## config.mk

```make
export PLATFORM = sky130hd
export DESIGN_NAME = aux_bank_router
export DESIGN_NICKNAME = d
export VERILOG_FILES = /design/src/rtl/router_pkg.sv /design/src/rtl/router_ctrl.sv /design/src/rtl/router_datapath.sv /design/src/rtl/aux_bank_router.sv
export SDC_FILE = /design/constraint.sdc
export NUM_CORES = 1
export LEC_CHECK = 0
export ABC_CLOCK_PERIOD_IN_PS = 3250
export BUFFER_PORTS_ARGS = -buffer_cell sky130_fd_sc_hd__buf_2
export CAP_MARGIN = 25
export CORE_MARGIN = 2
export CORE_UTILIZATION = 40
export CTS_CLUSTER_SIZE = 25
export DETAILED_ROUTE_END_ITERATION = 10
export PLACE_DENSITY = 0.78
export SETUP_SLACK_MARGIN = 0.5
export SLEW_MARGIN = 20
export SYNTH_ARGS = -nofsm -noshare
export SYNTH_HDL_FRONTEND = slang
export SYNTH_HIERARCHICAL = 1
export SYNTH_SLANG_ARGS = --single-unit
```

## constraint.sdc

```tcl
create_clock -name clk -period 3.25 [get_ports clk]
set_input_delay 0.65 -clock clk [delete_from_list [all_inputs] [get_ports clk]]
set_output_delay 0.65 -clock clk [all_outputs]
set_load 0.02 [all_outputs]
```

## src/rtl/router_pkg.sv

```systemverilog
package router_pkg;
  localparam int ADDR_W    = 16;
  localparam int DATA_W    = 8;
  localparam int NUM_FLAGS = 8;
  localparam int FIDX_W    = $clog2(NUM_FLAGS);

  // flag indices; write address pair order depends on these
  localparam int F_STORE80 = 0;
  localparam int F_RAMRD   = 1;
  localparam int F_RAMWRT  = 2;
  localparam int F_INTCX   = 3;
  localparam int F_ALTZP   = 4;
  localparam int F_SLOTC3  = 5;

  typedef enum logic [2:0] {
    DEV_NONE = 3'd0,
    DEV_RAM  = 3'd1,
    DEV_IROM = 3'd2,
    DEV_SLOT = 3'd3,
    DEV_STAT = 3'd4
  } devSel_t;

  typedef struct packed {
    logic              flagWe;
    logic [FIDX_W-1:0] flagIdx;
    logic              flagVal;
  } swStrobe_t;
endpackage

```

## src/rtl/router_ctrl.sv

```systemverilog
module router_ctrl
  import router_pkg::*;
(
  input  logic              clk,
  input  logic              rstN,
  input  logic              busValid,
  input  logic              busWrite,
  input  logic [ADDR_W-1:0] busAddr,
  output swStrobe_t         strobe
);
  localparam logic [ADDR_W-5:0] SW_PAGE = 12'hC00;

  always_comb begin
    strobe.flagWe  = busValid && busWrite && (busAddr[ADDR_W-1:4] == SW_PAGE);
    strobe.flagIdx = busAddr[FIDX_W:1];
    strobe.flagVal = busAddr[0];
  end

  // a flag strobe only comes from a valid write cycle
  p_strobe_write_only_r1: assert property (@(posedge clk) disable iff (!rstN)
    strobe.flagWe |-> (busValid && busWrite));
endmodule

```

## src/rtl/router_datapath.sv

```systemverilog
module router_datapath
  import router_pkg::*;
(
  input  logic                 clk,
  input  logic                 rstN,
  input  swStrobe_t            strobe,
  input  logic                 busValid,
  input  logic                 busWrite,
  input  logic [ADDR_W-1:0]    busAddr,
  input  logic                 page2,
  input  logic                 hires,
  input  logic [DATA_W-1:0]    mainData,
  input  logic [DATA_W-1:0]    auxData,
  input  logic [DATA_W-1:0]    romData,
  input  logic [DATA_W-1:0]    slotData,
  output logic                 bankAux,
  output devSel_t              devSel,
  output logic [DATA_W-1:0]    rdData,
  output logic [NUM_FLAGS-1:0] flagsOut
);
  logic [NUM_FLAGS-1:0] flags;

  always_ff @(posedge clk or negedge rstN) begin
    if (!rstN) flags <= '0;
    else if (strobe.flagWe) flags[strobe.flagIdx] <= strobe.flagVal;
  end
  assign flagsOut = flags;

  // region decode
  logic isRam, isZp, isTxt, isHgr, isSwPage, isCx, isStat, cxShared;
  logic auxPick, statBit;

  always_comb begin
    isRam    = busAddr < 16'hC000;
    isZp     = busAddr[15:9] == '0;
    isTxt    = busAddr[15:10] == 6'b000001;
    isHgr    = busAddr[15:13] == 3'b001;
    isSwPage = busAddr[15:8] == 8'hC0;
    isCx     = (busAddr[15:12] == 4'hC) && (busAddr[11:8] != 4'h0) && (busAddr != 16'hCFFF);
    isStat   = isSwPage && (busAddr[7:4] == 4'h1) && (busAddr[3:0] >= 4'h3) && (busAddr[3:0] <= 4'h8);
    cxShared = (busAddr[11:8] == 4'h3) || busAddr[11];
  end

  always_comb begin
    if (isZp)                         auxPick = flags[F_ALTZP];
    else if (flags[F_STORE80] && isTxt) auxPick = page2;
    else if (flags[F_STORE80] && isHgr) auxPick = page2 && hires;
    else if (busWrite)                auxPick = flags[F_RAMWRT];
    else                              auxPick = flags[F_RAMRD];
  end

  always_comb begin
    case (busAddr[3:0])
      4'h3:    statBit = flags[F_RAMRD];
      4'h4:    statBit = flags[F_RAMWRT];
      4'h5:    statBit = flags[F_INTCX];
      4'h6:    statBit = flags[F_ALTZP];
      4'h7:    statBit = flags[F_SLOTC3];
      default: statBit = flags[F_STORE80];
    endcase
  end

  always_comb begin
    devSel  = DEV_NONE;
    bankAux = 1'b0;
    if (busValid) begin
      if (isRam) begin
        devSel  = DEV_RAM;
        bankAux = auxPick;
      end else if (isCx && !busWrite) begin
        if (flags[F_INTCX] || (cxShared && !flags[F_SLOTC3])) devSel = DEV_IROM;
        else                                                  devSel = DEV_SLOT;
      end else if (isStat && !busWrite) begin
        devSel = DEV_STAT;
      end
    end
  end

  always_comb begin
    rdData = '0;
    if (!busWrite) begin
      case (devSel)
        DEV_RAM:  rdData = bankAux ? auxData : mainData;
        DEV_IROM: rdData = romData;
        DEV_SLOT: rdData = slotData;
        DEV_STAT: rdData = {statBit, {(DATA_W-1){1'b0}}};
        default:  rdData = '0;
      endcase
    end
  end

  // strobed flag takes the addressed value
  p_flag_update_r1: assert property (@(posedge clk) disable iff (!rstN)
    strobe.flagWe |=> flags[$past(strobe.flagIdx)] == $past(strobe.flagVal));
  // without a strobe the flags hold
  p_flag_hold_r1: assert property (@(posedge clk) disable iff (!rstN)
    !strobe.flagWe |=> $stable(flags));
  // writes into the Cx window claim no device
  p_cx_write_ignored_r7: assert property (@(posedge clk) disable iff (!rstN)
    (busValid && busWrite && busAddr >= 16'hC100 && busAddr <= 16'hCFFE) |-> devSel == DEV_NONE);
  // status byte carries only bit 7
  p_status_low_zero_r8: assert property (@(posedge clk) disable iff (!rstN)
    devSel == DEV_STAT |-> rdData[DATA_W-2:0] == '0);
  // flags are clear when reset ends
  p_reset_clear_r9: assert property (@(posedge clk) disable iff (!rstN)
    $rose(rstN) |-> flags == '0);
  // bank select only with a RAM access
  p_bank_only_ram_r10: assert property (@(posedge clk) disable iff (!rstN)
    bankAux |-> devSel == DEV_RAM);
endmodule

```

## src/rtl/aux_bank_router.sv

```systemverilog
module aux_bank_router
  import router_pkg::*;
(
  input  logic              clk,
  input  logic              rstN,
  input  logic              busValid,
  input  logic              busWrite,
  input  logic [15:0]       busAddr,
  input  logic              page2,
  input  logic              hires,
  input  logic [7:0]        mainData,
  input  logic [7:0]        auxData,
  input  logic [7:0]        romData,
  input  logic [7:0]        slotData,
  output logic              bankAux,
  output logic [2:0]        devSel,
  output logic [7:0]        rdData,
  output logic [7:0]        flagsOut
);
  swStrobe_t strobe;
  devSel_t   devSelInt;

  router_ctrl u_ctrl (
    .clk(clk), .rstN(rstN), .busValid(busValid), .busWrite(busWrite),
    .busAddr(busAddr), .strobe(strobe)
  );

  router_datapath u_dp (
    .clk(clk), .rstN(rstN), .strobe(strobe), .busValid(busValid),
    .busWrite(busWrite), .busAddr(busAddr), .page2(page2), .hires(hires),
    .mainData(mainData), .auxData(auxData), .romData(romData), .slotData(slotData),
    .bankAux(bankAux), .devSel(devSelInt), .rdData(rdData), .flagsOut(flagsOut)
  );

  assign devSel = devSelInt;
endmodule

```

==> impl_metrics.toml, run 1 <==
[worst_setup_path]
end_kind = "primary output"
critPathSlowestCell = "or4_4"
cpPeakStageDelay_ns = 0.55
arrival_ns = 2.44
crit_required_ns = 2.60
critPathLaunch = "busAddr[12]"
cp-start-kind = "input port"
cp_max_fo = 8
cp_cell_sequence = "buf_6 > or4_4 > buf_6 > o32ai_4 > clkbuf_16 > o22ai_1 > o21a_1 > buf_2"
crit_path_frequent_cell = "buf_6"
reg2reg_from = "u_dp/flagsOut[0]"
path_class = "input port to primary output"

[synth]
synth_top_cell_by_area = "dfrtp_1"
syn_inst = 124
synth_nets = 178
yosysWarnings = 6
synth.area.top_cells = "dfrtp_1 19%, mux2i_1 10%, mux2_2 8.5%, nand2_1 5.3%, o21a_1 5.0%"
synth_most_common_cell = "nand2_1"
ys.flop_type = "dfrtp_1"
synth_area_mm2 = 0.001057
ys_types = 46
ys_seq_area_share_pct = 18.93
syn-mean-instance-area_um2 = 8.526
synthTopCellsByCount = "15 x nand2_1, 11 x mux2i_1, 8 x dfrtp_1, 8 x mux2_2"
ys_ff_latch = 8
synth_edf_count = 0
synth_top_cell_area_share_pct = 18.93
ys_async_sr_fraction_pct = 100.0

[worst_hold_path]
worstHoldPathType = "input port to async pin"

[final_layout]
fin_cells = 229
diodes = 0
largest_reg_flops = 8
syn_to_final_growth_pct = 51.48
num-nets-final = 255
drive_above_1_share_pct = 53.27
fillers = 220
final_area_mm2 = 0.001602

[timing]
fin_crit_sh_pct = 94.97
clock_skew_ns = 0
clock.fmax_ghz = 0.3240
final_hold_viol_count = 0
worstMarginPinSlew_ns = 0.4316
fin_crit_ns = 3.087
rsz0062_at_grt = "yes"
slew_headroom_pct = 70.96
slew_viol_final = 0
setup_tns_ns = 0
setup_viol = 0
hold_ws_ns = 0.2371

[global_route]
grt_max_degree = 20
grtUsageMet1_pct = 22.70
grt.overflow.total = 0
use_met3_pct = 4.450
grt_pass1_vias = 1279
grt_pass1_wl_um = 5333
grt.total_usage_pct = 20.64
antenna_found_initial = 0
top_usage_layer = "met2"
use_met2_pct = 38.78

[placed_design]
placed_area_mm2 = 0.001461
place_congestion = 0.8460
dpl.cell_count = 223
dp_hpwl_um = 2498
portBuffers = 73

[run]
maxCapViolCount = 0

[die]
die_height_um = 55.41
start_util_pct = 42.29
coreArea_mm2 = 0.002500
rows = 18
die-area_mm2 = 0.003070
dieWidth_um = 55.41
io-pin-count = 74

[clocking]
clk_latency_ns = 0.24
htree_levels = 1
clock_path_buffers = 2
cts.sinks = 8
path_clk_slew_ns = 0.05
cts_root_buffer = "clkbuf_4"
cts_buffers = 3
cts_tree = "built"

[pwr]
p_leak_nw = 0.8072
cell_internal_pwr_mw = 0.1936
vdd_drop_max_mv = 0.2228
power_frac_seq_pct = 35.8
p_clk_share_pct = 25.5
p_sw_share_pct = 30.55
power_density_mw_per_mm2 = 174.1
combPwrFrac_pct = 38.7
p_switching_mw = 0.08518

[routing]
detail_route.vias_per_cell = 5.738
via_count = 1314
first_pass_iters = 6
drc = 0
initialDrtViolationCount = 67
ant_nets = 0
wl_per_cell_um = 14.28
routed_wirelength_um = 3269

[status]
status = "completed"
-- power groups by stage --
| stage | clock network (mW) | registers [mW] | logic [mW] |
|---|---|---|---|
| finish | 0.0710 | 0.0999 | 0.108 |
| global route | 0.0811 | 0.0997 | 0.118 |
| CTS | 0.0738 | 0.0999 | 0.103 |
| detailed placement | 0 | 0.101 | 0.101 |
| global placement | 0 | 0.101 | 0.0985 |
| floorplan | 0 | 0.102 | 0.0483 |
-- cells by family (layout without fill, tap and decap cells) --
| logic type | Yosys count | count (layout) | share of synthesized area, % |
|---|---|---|---|
| compound gates | 28 | 28 | 21.18 |
| buf+inv | 10 | 85 | 5.916 |
| flops | 8 | 8 | 18.93 |
| mux | 20 | 20 | 20.00 |
| simple gates | 58 | 58 | 33.96 |
-- layer usage --
| layer | share of wire (%) | wire (um) | vias up |
|---|---|---|---|
| met1 | 39 | 1276 | 597 |
| met5 | 0 | 0 | - |
| met2 | 51 | 1674 | 74 |
| li1 | - | - | 639 |
| met3 | 9.2 | 300 | 4 |
| met4 | 0.52 | 17 | 0 |
-- worst paths after layout --
check                              endpoint  cells past startpoint  slack [ns]
max                               rdData[0]                      8        0.16
min                        u_dp/flagsOut[2]                      1        0.24
max reg2reg                u_dp/flagsOut[0]                      1        2.42
min reg2reg                u_dp/flagsOut[7]                      1        0.51
max in group asynchronous  u_dp/flagsOut[4]                      1        2.85
min in group clk           u_dp/flagsOut[7]                      1        0.51
-- cells in the final DEF (no fill, tap or decap), types with 2 or more instances in the layout --
master / instances
a21oi_1: 2
and3_1: 5
and3_2: 3
buf_2: 67
buf_4: 4
buf_6: 7
clkbuf_4: 3
dfrtp_1: 8
mux2_2: 8
mux2i_1: 11
nand2_1: 15
nand4_1: 4
nand4b_1: 2
nor2_1: 6
nor2b_1: 2
nor3_1: 3
nor3b_1: 3
nor4b_1: 2
o21a_1: 6
o22ai_1: 6
or4_1: 2
-- final cells by class --
cell class | count | area (um^2) | share of cell area [%]
Sequential cell | 8 | 200.2 | 12.50
Inverter | 2 | 7.507 | 0.4687
Multi-Input combinational cell | 106 | 844.6 | 52.73
Tap cell | 30 | 37.54 | 2.344
Clock buffer | 3 | 22.52 | 1.406
Timing Repair Buffer | 80 | 489.2 | 30.55
-- what timing repair did --
item                                    CTS  global route
gates cloned                              0             1
pin swaps                                 1             1
gates resized for setup                   2            14
endpoints found under the setup margin   11            10
hold endpoints to repair                  0             0
hold buffers                              0             0
buffers inserted                          2             0
-- critical path: cells and delay by family --
kind | cells | cell delay [ns]
AOI/OAI and AO/OA | 3 | 0.62
buffers and inverters | 4 | 0.61
and+or+nand+nor | 1 | 0.55
-- metrics by stage --
stage               worst slack [ns]  util (%)  power (mW)
floorplan                     0.4985         -      0.1498
global placement              0.2349     58.46      0.2000
detailed placement            0.1544     58.46      0.2026
CTS                           0.1770     60.86      0.2763
global route                 0.09443     64.06      0.2986
finish                        0.1634     64.06      0.2788
No activity file was read; power rests on OpenSTA's default activity.
==> run 2, diff against run 1 <==
Settings changed: CORE_UTILIZATION 40 to 35, GPL_ROUTABILITY_DRIVEN set to 1, PLACE_DENSITY 0.78 to 0.7.
==> impl_metrics.toml, run 2 (synthesis gave the netlist of run 1 again) <==
[clocking]
cts_tree = "built"
htree_levels = 1
cts_root_buffer = "clkbuf_4"
hold_buffers = 0
path_clk_slew_ns = 0.05
cts.sinks = 8
cts_buffers = 3
clk_latency_ns = 0.25
clock_path_buffers = 2

[timing]
final_hold_viol_count = 0
clock_skew_ns = 0
worstMarginPinSlew_ns = 0.3724
setup_tns_ns = 0
slew_viol_final = 0
fin_crit_ns = 3.037
setup_viol = 0
fin_crit_sh_pct = 93.45
slew_headroom_pct = 75.06
clock.fmax_ghz = 0.3293
rsz0062_at_grt = "yes"
hold_ws_ns = 0.2266

[global_route]
grt.total_usage_pct = 21.17
antenna_found_initial = 0
grt.overflow.total = 0
grt_pass1_vias = 1249
grt_pass1_wl_um = 5706
grt_max_degree = 19

[worst_setup_path]
crit_required_ns = 2.60
ff2ff_path_depth = 1
cp_cell_sequence = "buf_8 > or4_4 > buf_6 > o32ai_4 > buf_6 > nor2_2 > o31a_1 > buf_6"
reg2reg_from = "u_dp/flagsOut[0]"
cp_max_fo = 8
r2r_setup_slack_ns = 2.40
cp-start-kind = "input port"
path_class = "input port to primary output"
end_kind = "primary output"
critPathSlowestCell = "or4_4"
cpPeakStageDelay_ns = 0.55
rr_endpoint = "u_dp/flagsOut[0]"
arrival_ns = 2.39
crit_path_frequent_cell = "buf_6"

[die]
start_util_pct = 37.69
dieWidth_um = 58.96
die-area_mm2 = 0.003476
rows = 19
coreArea_mm2 = 0.002805
die_height_um = 58.96
io-pin-count = 74

[final_layout]
diodes = 0
largest_reg_flops = 8
num-nets-final = 258
syn_to_final_growth_pct = 58.22
post-route-util_pct = 59.63
final_common_cell = "buf_2"
drive_above_1_share_pct = 55.45
final_area_mm2 = 0.001673
layout_common_cells = "61 x buf_2, 15 x buf_6, 15 x nand2_1"

[status]
status = "complete, but fails checks"
failed_checks = "design-rule violations"

[placed_design]
placed_area_mm2 = 0.001478
place_congestion = 0.8412
dp_hpwl_um = 2574
portBuffers = 73

[pwr]
p_leak_nw = 0.8197
combPwrFrac_pct = 39.8
power_density_mw_per_mm2 = 173.3
power_frac_seq_pct = 34.5
p_switching_mw = 0.09162
vdd_drop_max_mv = 0.1616
cell_internal_pwr_mw = 0.1982
p_clk_share_pct = 25.8
p_sw_share_pct = 31.61

[routing]
routed_wirelength_um = 3625
first_pass_iters = 7
wl_per_cell_um = 15.56
ant_nets = 0
detail_route.vias_per_cell = 5.661
initialDrtViolationCount = 101
via_count = 1319
drc = 10

[run]
maxCapViolCount = 0

[worst_hold_path]
worstHoldPathType = "input port to async pin"
## run 2: cell types whose count changed in the layout (fill, tap and decap cells not counted), sizes merged
cell    previous run  this run
buf               79        83
clkbuf             4         3
## run 2: power by group through the flow
stage	combinational, mW	clock (mW)	sequential [mW]
6_report	0.115	0.0747	0.0999
5_1_grt	0.126	0.0822	0.0997
4_1_cts	0.110	0.0801	0.0997
3_5_place_dp	0.102	0	0.101
3_3_place_gp	0.100	0	0.101
2_1_floorplan	0.0483	0	0.102
## run 2: stage by stage
| stage | instances | worst slack, ns | power (mW) |
|---|---|---|---|
| floorplan | 124 | 0.4985 | 0.1498 |
| global placement | 226 | 0.1878 | 0.2015 |
| detailed placement | 226 | 0.1515 | 0.2039 |
| CTS | 233 | 0.2155 | 0.2895 |
| global route | 233 | 0.1721 | 0.3076 |
| finish | 233 | 0.2130 | 0.2899 |
## run 2: area by class of cell
type	instances	area (um^2)
Inverter	2	7.507
Fill cell	243	1132
Clock buffer	3	22.52
Sequential cell	8	200.2
Tap cell	31	38.79
Timing Repair Buffer	83	534.3
Multi-Input combinational cell	106	869.6
## run 2: repair_timing
item	CTS	global route
gates cloned	2	0
pin swaps	14	13
endpoints found under the setup margin	10	11
gates resized for setup	29	10
buffers inserted	2	0
## run 2: worst max-delay path, delay by kind of cell
family                 cells  cell delay [ns]
AOI/OAI and AO/OA          2             0.59
buffers and inverters      4             0.56
and+or+nand+nor            2             0.58
## run 2: worst max-delay path by stage
stage | from | endpoint | slack [ns] | cells after the start
after floorplan | busAddr[12] | rdData[6] | 0.50 | 6
after global placement | busAddr[12] | rdData[7] | 0.19 | 8
after detailed placement | busAddr[12] | rdData[7] | 0.15 | 8
after CTS | busAddr[13] | rdData[7] | 0.22 | 8
after global routing | busAddr[14] | rdData[7] | 0.17 | 8
final | busAddr[14] | rdData[7] | 0.21 | 8
## run 2: routing by layer
metal | GRT usage (%) | vias to the layer above | wire length (um)
met5 | 0 | - | 0
met4 | 7.468 | 0 | 53
met3 | 3.077 | 7 | 386
met2 | 40.16 | 81 | 1835
met1 | 23.62 | 589 | 1349
li1 | - | 642 | -
==> run 3, diff against run 2 <==
Settings changed: ABC_CLOCK_PERIOD_IN_PS 3250 to 3000, CTS_CLUSTER_SIZE 25 to 28.
Clock period 3.25 ns to 3 ns, I/O delays scaled along.
==> impl_metrics.toml, run 3 (synthesis gave the netlist of run 1 again) <==
[final_layout]
final_common_cell = "buf_2"
fin_cells = 239
seq_area_um2 = 200.2
num-nets-final = 264
syn_to_final_growth_pct = 65.80
fillers = 249
layout_common_cells = "64 x buf_2, 15 x nand2_1, 13 x buf_6"
drive_above_1_share_pct = 60.10
largest_reg_flops = 8
multiInputGateArea_um2 = 929.6
diodes = 0

[worst_setup_path]
crit_path_frequent_cell = "buf_6"
critPathSlowestCell = "or4_4"
reg2reg_from = "u_dp/flagsOut[0]"
end_kind = "primary output"
ff2ff_path_depth = 1
cp-start-kind = "input port"
crit_required_ns = 2.40
cp_max_fo = 5
r2r_setup_slack_ns = 2.15
rr_endpoint = "u_dp/flagsOut[0]"
cp_cell_sequence = "buf_6 > or4_4 > buf_6 > o32ai_4 > buf_6 > o22ai_1 > o21a_2 > buf_6"
crit_family = "compound AO/OA/AOI/OAI gates"
cpPeakStageDelay_ns = 0.58
path_depth = 8
path_class = "input port to primary output"
arrival_ns = 2.34
cp_num_buf_inv = 4

[timing]
fin_crit_sh_pct = 97.88
setup_viol = 0
fin_crit_ns = 2.936
worstMarginPinSlew_ns = 0.7595
setup_ws_ns = 0.06370
clock.fmax_ghz = 0.3406
setup_tns_ns = 0
slew_viol_final = 0
clock_skew_ns = 0
slew_headroom_pct = 49.13
final_hold_viol_count = 0
rsz0062_at_grt = "yes"

[pwr]
p_clk_share_pct = 25.2
vdd_drop_max_mv = 0.1300
p_switching_mw = 0.1008
p_sw_share_pct = 31.61
combPwrFrac_pct = 40.9
cell_internal_pwr_mw = 0.2180
p_leak_nw = 0.8471
finalPower_mw = 0.3188
power_density_mw_per_mm2 = 181.9
power_frac_seq_pct = 33.9

[placed_design]
dp_hpwl_um = 2764
place_ws_ns = -0.01158
portBuffers = 73
place_congestion = 0.8738
dpl.cell_count = 228

[die]
die_height_um = 58.96
die-area_mm2 = 0.003476
io-pin-count = 74
coreArea_mm2 = 0.002805
start_util_pct = 37.69
dieWidth_um = 58.96
rows = 19

[routing]
drc = 10
detail_route.vias_per_cell = 5.749
wl_per_cell_um = 15.75
initialDrtViolationCount = 92
ant_nets = 0
routed_wirelength_um = 3765
via_count = 1374
first_pass_iters = 7

[worst_hold_path]
worstHoldPathType = "input port to async pin"

[status]
failed_checks = "design-rule violations"
status = "complete, but fails checks"

[clocking]
cts_tree = "built"
clock_path_buffers = 2
clk_latency_ns = 0.25
htree_levels = 1
cts_buffers = 3
cts_root_buffer = "clkbuf_4"
path_clk_slew_ns = 0.05
hold_buffers = 0
cts.sinks = 8

[run]
maxCapViolCount = 0

[global_route]
grt.total_usage_pct = 22.04
grt_pass1_vias = 1326
grt_pass1_wl_um = 5968
grt_max_degree = 17
antenna_found_initial = 0
grt.overflow.total = 0
## run 3: cell count changes in the layout (fill, tap and decap cells not counted), sizes merged
cell   change
o32ai      +2
buf        +4
## run 3: power by group through the flow
| stage | clock network, mW | registers (mW) | logic [mW] |
|---|---|---|---|
| floorplan | 0 | 0.110 | 0.0540 |
| global placement | 0 | 0.110 | 0.115 |
| detailed placement | 0 | 0.110 | 0.118 |
| CTS | 0.0852 | 0.108 | 0.126 |
| global route | 0.0881 | 0.108 | 0.142 |
| finish | 0.0803 | 0.108 | 0.130 |
## run 3: area by class of cell
| cell class | instances | area share (%) |
|---|---|---|
| multi-input combinational | 108 | 53.03 |
| inverter | 2 | 0.4283 |
| timing repair buffer | 87 | 31.62 |
| clock buffer | 3 | 1.285 |
| tap | 31 | 2.213 |
| sequential | 8 | 11.42 |
## run 3: through the flow
step / util, % / hold WS (ns) / area [um^2]
after floorplan: - / 0.3044 / 1104
after global placement: 54.59 / 0.4426 / 1531
after detailed placement: 54.59 / 0.4487 / 1531
after CTS: 60.53 / 0.1741 / 1698
after global routing: 62.49 / 0.1759 / 1753
final: 62.49 / 0.1775 / 1753
## run 3: what timing repair did
item                                    in CTS  in global routing
cloned                                       2                  0
endpoints found under the setup margin      11                 12
gates resized for setup                     21                  9
pin swaps                                   13                 10
setup buffers                                4                  2
## run 3: worst max path at each step
stage,start,to,slack [ns]
6_report,busAddr[12],rdData[1],0.06
5_1_grt,busAddr[12],rdData[1],0.02
4_1_cts,busAddr[12],rdData[2],0.09
3_5_place_dp,busAddr[15],rdData[6],-0.01
3_3_place_gp,busAddr[15],rdData[6],0.03
2_1_floorplan,busAddr[15],rdData[7],0.35
## run 3: routing by layer
layer	wire, um	vias to the layer above	track usage (%)
met5	0	-	0
met4	57	0	6.494
met3	360	6	3.736
met2	1931	69	42.38
met1	1415	638	24.35
li1	-	661	-
